[src/rtl/sema_pkg.sv]
package sema_pkg;
  typedef enum logic [1:0] {
    OWN_NONE  = 2'd0,
    OWN_LEFT  = 2'd1,
    OWN_RIGHT = 2'd2
  } owner_e;
endpackage

[src/rtl/sema_port_dec.sv]
module sema_port_dec #(
  parameter int ADDR_W = 14,
  parameter int DATA_W = 18,
  parameter int IDX_W  = 3
) (
  input  logic              sel,
  input  logic              mem_en,
  input  logic              we,
  input  logic [ADDR_W-1:0] addr,
  input  logic [DATA_W-1:0] wdata,
  output logic              acc_wr,
  output logic              acc_rd,
  output logic [IDX_W-1:0]  idx,
  output logic              bit0
);
  logic legal;

  always_comb begin
    legal  = sel && !mem_en;
    acc_wr = legal && we;
    acc_rd = legal && !we;
    idx    = addr[IDX_W-1:0];
    bit0   = wdata[0];
  end
endmodule

[src/rtl/sema_cell.sv]
module sema_cell
  import sema_pkg::*;
(
  input  logic clk,
  input  logic rst_n,
  input  logic l_wr,
  input  logic l_bit,
  input  logic r_wr,
  input  logic r_bit,
  output logic l_view,
  output logic r_view
);
  logic   req_l, req_r, nreq_l, nreq_r;
  owner_e own, own_n;

  always_comb begin
    nreq_l = l_wr ? !l_bit : req_l;
    nreq_r = r_wr ? !r_bit : req_r;
    own_n  = own;
    unique case (own)
      OWN_LEFT:  own_n = nreq_l ? OWN_LEFT  : (nreq_r ? OWN_RIGHT : OWN_NONE);
      OWN_RIGHT: own_n = nreq_r ? OWN_RIGHT : (nreq_l ? OWN_LEFT  : OWN_NONE);
      default:   own_n = nreq_l ? OWN_LEFT  : (nreq_r ? OWN_RIGHT : OWN_NONE);
    endcase
  end

  always_ff @(posedge clk) begin
    if (!rst_n) begin
      req_l <= 1'b0;
      req_r <= 1'b0;
      own   <= OWN_NONE;
    end else begin
      req_l <= nreq_l;
      req_r <= nreq_r;
      own   <= own_n;
    end
  end

  assign l_view = (own != OWN_LEFT);
  assign r_view = (own != OWN_RIGHT);


  take_free_chk: assert property (@(posedge clk) disable iff (!rst_n)
    (own == OWN_NONE && l_wr && !l_bit) |=> (own == OWN_LEFT));


  hold_left_chk: assert property (@(posedge clk) disable iff (!rst_n)
    (own == OWN_LEFT && !(l_wr && l_bit)) |=> (own == OWN_LEFT));


  handover_chk: assert property (@(posedge clk) disable iff (!rst_n)
    (own == OWN_LEFT && req_r && !(r_wr && r_bit) && l_wr && l_bit) |=> (own == OWN_RIGHT));


  free_chk: assert property (@(posedge clk) disable iff (!rst_n)
    (own == OWN_RIGHT && !req_l && !(l_wr && !l_bit) && r_wr && r_bit) |=> (own == OWN_NONE));


  tie_chk: assert property (@(posedge clk) disable iff (!rst_n)
    (own == OWN_NONE && l_wr && !l_bit && r_wr && !r_bit) |=> (own == OWN_LEFT && req_r));
endmodule

[src/rtl/sema_bank.sv]
module sema_bank #(
  parameter int ADDR_W = 14,
  parameter int DATA_W = 18,
  parameter int NSEM   = 8
) (
  input  logic              clk,
  input  logic              rst_n,
  input  logic              l_sel,
  input  logic              l_mem_en,
  input  logic              l_we,
  input  logic [ADDR_W-1:0] l_addr,
  input  logic [DATA_W-1:0] l_wdata,
  output logic [DATA_W-1:0] l_rdata,
  input  logic              r_sel,
  input  logic              r_mem_en,
  input  logic              r_we,
  input  logic [ADDR_W-1:0] r_addr,
  input  logic [DATA_W-1:0] r_wdata,
  output logic [DATA_W-1:0] r_rdata
);
  localparam int IDX_W = (NSEM > 1) ? $clog2(NSEM) : 1;

  logic             l_wr, l_rd, l_bit, r_wr, r_rd, r_bit;
  logic [IDX_W-1:0] l_idx, r_idx;
  logic [NSEM-1:0]  l_view, r_view;

  sema_port_dec #(.ADDR_W(ADDR_W), .DATA_W(DATA_W), .IDX_W(IDX_W)) l_dec_i (
    .sel(l_sel), .mem_en(l_mem_en), .we(l_we), .addr(l_addr), .wdata(l_wdata),
    .acc_wr(l_wr), .acc_rd(l_rd), .idx(l_idx), .bit0(l_bit)
  );

  sema_port_dec #(.ADDR_W(ADDR_W), .DATA_W(DATA_W), .IDX_W(IDX_W)) r_dec_i (
    .sel(r_sel), .mem_en(r_mem_en), .we(r_we), .addr(r_addr), .wdata(r_wdata),
    .acc_wr(r_wr), .acc_rd(r_rd), .idx(r_idx), .bit0(r_bit)
  );

  for (genvar i = 0; i < NSEM; i++) begin : g_cell
    sema_cell cell_i (
      .clk   (clk),
      .rst_n (rst_n),
      .l_wr  (l_wr && (l_idx == IDX_W'(i))),
      .l_bit (l_bit),
      .r_wr  (r_wr && (r_idx == IDX_W'(i))),
      .r_bit (r_bit),
      .l_view(l_view[i]),
      .r_view(r_view[i])
    );
  end

  always_ff @(posedge clk) begin
    if (!rst_n) begin
      l_rdata <= '1;
      r_rdata <= '1;
    end else begin
      if (l_rd) l_rdata <= {DATA_W{l_view[l_idx]}};
      if (r_rd) r_rdata <= {DATA_W{r_view[r_idx]}};
    end
  end


  l_rd_hold_chk: assert property (@(posedge clk) disable iff (!rst_n)
    !l_rd |=> $stable(l_rdata));


  r_rd_hold_chk: assert property (@(posedge clk) disable iff (!rst_n)
    !r_rd |=> $stable(r_rdata));


  l_illegal_chk: assert property (@(posedge clk) disable iff (!rst_n)
    (l_sel && l_mem_en) |=> $stable(l_rdata));
endmodule

[config.mk]
export PLATFORM = sky130hd
export DESIGN_NAME = sema_bank
export DESIGN_NICKNAME = d
export VERILOG_FILES = /design/src/rtl/sema_pkg.sv /design/src/rtl/sema_port_dec.sv /design/src/rtl/sema_cell.sv /design/src/rtl/sema_bank.sv
export SDC_FILE = /design/constraint.sdc
export NUM_CORES = 1
export LEC_CHECK = 0
export BUFFER_PORTS_ARGS = -buffer_cell sky130_fd_sc_hd__buf_2
export CORE_UTILIZATION = 49
export CTS_BUF_LIST = sky130_fd_sc_hd__clkbuf_8
export CTS_CLUSTER_SIZE = 14
export DETAILED_ROUTE_END_ITERATION = 8
export PLACE_DENSITY = 0.88
export SYNTH_ARGS = -nofsm -noshare
export SYNTH_HDL_FRONTEND = slang
export SYNTH_SLANG_ARGS = --single-unit
[constraint.sdc]
create_clock -name clk -period 3.1 [get_ports clk]
set_input_delay 0.155 -clock clk [delete_from_list [all_inputs] [get_ports clk]]
set_output_delay 0.155 -clock clk [all_outputs]
set_load 0.005 [all_outputs]
==> metrics.csv <==
metric;value;unit
antenna_left;0;
fp.dieH;63.68;um
maxSlewHeadroom;70.20;%
hold_violations;0;
antenna_found_initial;0;
ys_seq_elements;34;
synth_top_cell_by_area;dfxtp_1;
avgSynthCellArea;9.275;um2
finish.utilization;54.27;%
hold_end;r_rdata[0];
synth_most_common_cell;buf_4;
worst_slack;1.895;ns
dp_hpwl;2.626;mm
cp_max_fo;19;
rsz0062_at_grt;no;
ctsResizeCount;0;
areaGrowthSynthToFinish;6.577;%
synthTopCellsByArea;dfxtp_1 37%, buf_4 14%, mux2i_1 4.3%;
hold_depth;3;
synthArstFlopShare;0;%
wl_per_cell;13.48;um
h-tree-depth;2;
synthDominantCellAreaShare;36.51;%
drc;0;
cts_buffer_depth;2;
grt.total_usage;19.45;%
fmax;829.6;MHz
cts_sinks;34;
synth_ff_type;dfxtp_1;
place_inst;259;
diodes;0;
ys_seq_area_share;36.51;%
drt-initial-drc-count;122;
cts_root_buf;clkbuf_8;
gp_congestion;0.7788;
ir_worst_vdd;0.2079;mV
endpoint_kind;output port;
p_leak;0.9013;nW
path_delay_family;flip-flops;
hp-start;r_mem_en;
drt-vias-per-instance;5.348;
nFillCells;328;
cts_tree;done;
instances_no_fill;267;
clockPowerShare;42.5;%
crit_buf_inv;1;
r2r_cells;4;
hold_buffers;0;
dieWidth;63.68;um
nets;290;
coreArea;3661;um2
reg2reg_slack;1.90;ns
grt_pass1_vias;1320;
crit_path_top_delay_cell;dfxtp_1;
maxCapViolations;0;
ys_warn_count;0;
io_buffers;51;
r2r-end;r_rdata[0];
place_ws;1.668;ns
arrival;1.05;ns
p_int;0.0007171;W
powerDensity;471.8;nW/um2
die-area;4055;um2
min_period;1.205;ns
overflow;0;
status;complete, no violations;
crit_path_max_incr_delay;0.56;ns
drv_slew;0;
drive_gt1_share;32.42;%
seqPwrFrac;47.8;%
worst_setup_path_start_kind;register;
synthTopCellsByCount;35 x buf_4, 34 x dfxtp_1, 12 x nand2_1;
clk_transition_reported_paths;0.07;ns
power.share.switching;23.51;%
wl;3.598;mm
synth_edf_count;0;
crit_chain;buf_2;
clk_latency;0.29;ns
grt_pass1_wl;6.016;mm
r2r-start;g_cell[2].cell_i.own[1];
yosysUniqueCellTypes;43;
synth_area;1864;um2
tns;0;ns
dr.pass1.iters;4;
min_path_type;in -> reg;
setup_viol;0;
via_count;1428;
period_share;38.88;%
netlist_instances;201;
ios;108;
crit_type;reg -> out;
combPwrFrac;9.6;%
cts_made_buffers;5;
cts_setup_buffers;0;
cp.required;2.94;ns
initial_core_util;50.92;%
hold_slack;0.2025;ns
power_switching;0.0002204;W
clock-skew-final;0.006849;ns
worstMarginPinSlew;0.4464;ns
grt_max_degree;22;
syn-num-nets;273;
rows;22;
worst max-delay path by stage:
stage | startpoint | end | cells after the start | slack [ns]
5_1_grt | g_cell[4].cell_i.own[1] | r_rdata[0] | 4 | 1.73
3_3_place_gp | rst_n | g_cell[0].cell_i.own[1] | 5 | 1.67
3_5_place_dp | rst_n | g_cell[0].cell_i.own[1] | 5 | 1.67
6_report | r_rdata[0] | r_rdata[1] | 1 | 1.89
4_1_cts | l_rdata[0] | l_rdata[17] | 1 | 1.87
2_1_floorplan | l_addr[0] | g_cell[2].cell_i.own[1] | 5 | 2.04
kinds of logic after synthesis:
kind of cell,Yosys count,share of synthesized area (%)
muxes,9,5.034
and+or+nand+nor,64,21.34
AOI/OAI and AO/OA,45,19.33
DFF,34,36.51
buffers and inverters,49,17.78
metrics by stage:
stage          instance area, um2   power, W
3_5_place_dp                 1878  0.0005481
5_1_grt                      1987  0.0009735
2_1_floorplan                1864  0.0005343
3_3_place_gp                 1878  0.0005460
6_report                     1987  0.0009374
4_1_cts                      1987  0.0009437
sequential cells by signal, indices dropped and copies added (netlist names):
register,cells
g_cell.cell_i.own,16
g_cell.cell_i.req_l,8
g_cell.cell_i.req_r,8
l_rdata,1
r_rdata,1
per-layer routing:
metal / vias up / track usage (%) / routed length, um
li1: 718 / - / -
met1: 672 / 21.99 / 1507
met2: 32 / 33.51 / 1884
met3: 6 / 6.159 / 150
met4: 0 / 7.670 / 55
met5: - / 0 / 0
worst register-to-register path: cells and delay by family (launching register included):
family           cells  cell delay, ns
AO/OA/AOI/OAI        3            0.66
flip-flops           1            0.31
AND/OR/NAND/NOR      1            0.17
cell type report:
| cell class | count | area (um2) | share of cell area, % |
|---|---|---|---|
| multi-input combinational | 118 | 852.1 | 42.88 |
| sequential | 34 | 680.7 | 34.26 |
| timing repair buffer | 51 | 255.2 | 12.85 |
| clock buffer | 5 | 68.82 | 3.463 |
| tap | 48 | 60.06 | 3.023 |
| clock inverter | 3 | 40.04 | 2.015 |
| inverter | 8 | 30.03 | 1.511 |
power by group through the flow:
stage / sequential [W] / combinational, W / clock [W]
2_1_floorplan: 0.000459 / 0.0000756 / 0
3_3_place_gp: 0.000458 / 0.0000879 / 0
3_5_place_dp: 0.000459 / 0.0000896 / 0
4_1_cts: 0.000449 / 0.0000902 / 0.000405
5_1_grt: 0.000450 / 0.0000993 / 0.000425
6_report: 0.000448 / 0.0000903 / 0.000399
layout by cell type (no fill, tap or decap), types with 7 or more instances in the layout:
cell / count
nor2_1: 8
nand2_1: 12
o211a_1: 8
inv_1: 8
nand3_1: 7
and2_1: 9
buf_2: 51
dfxtp_1: 34
mux2i_1: 8
(Power assumes the default switching activity.)
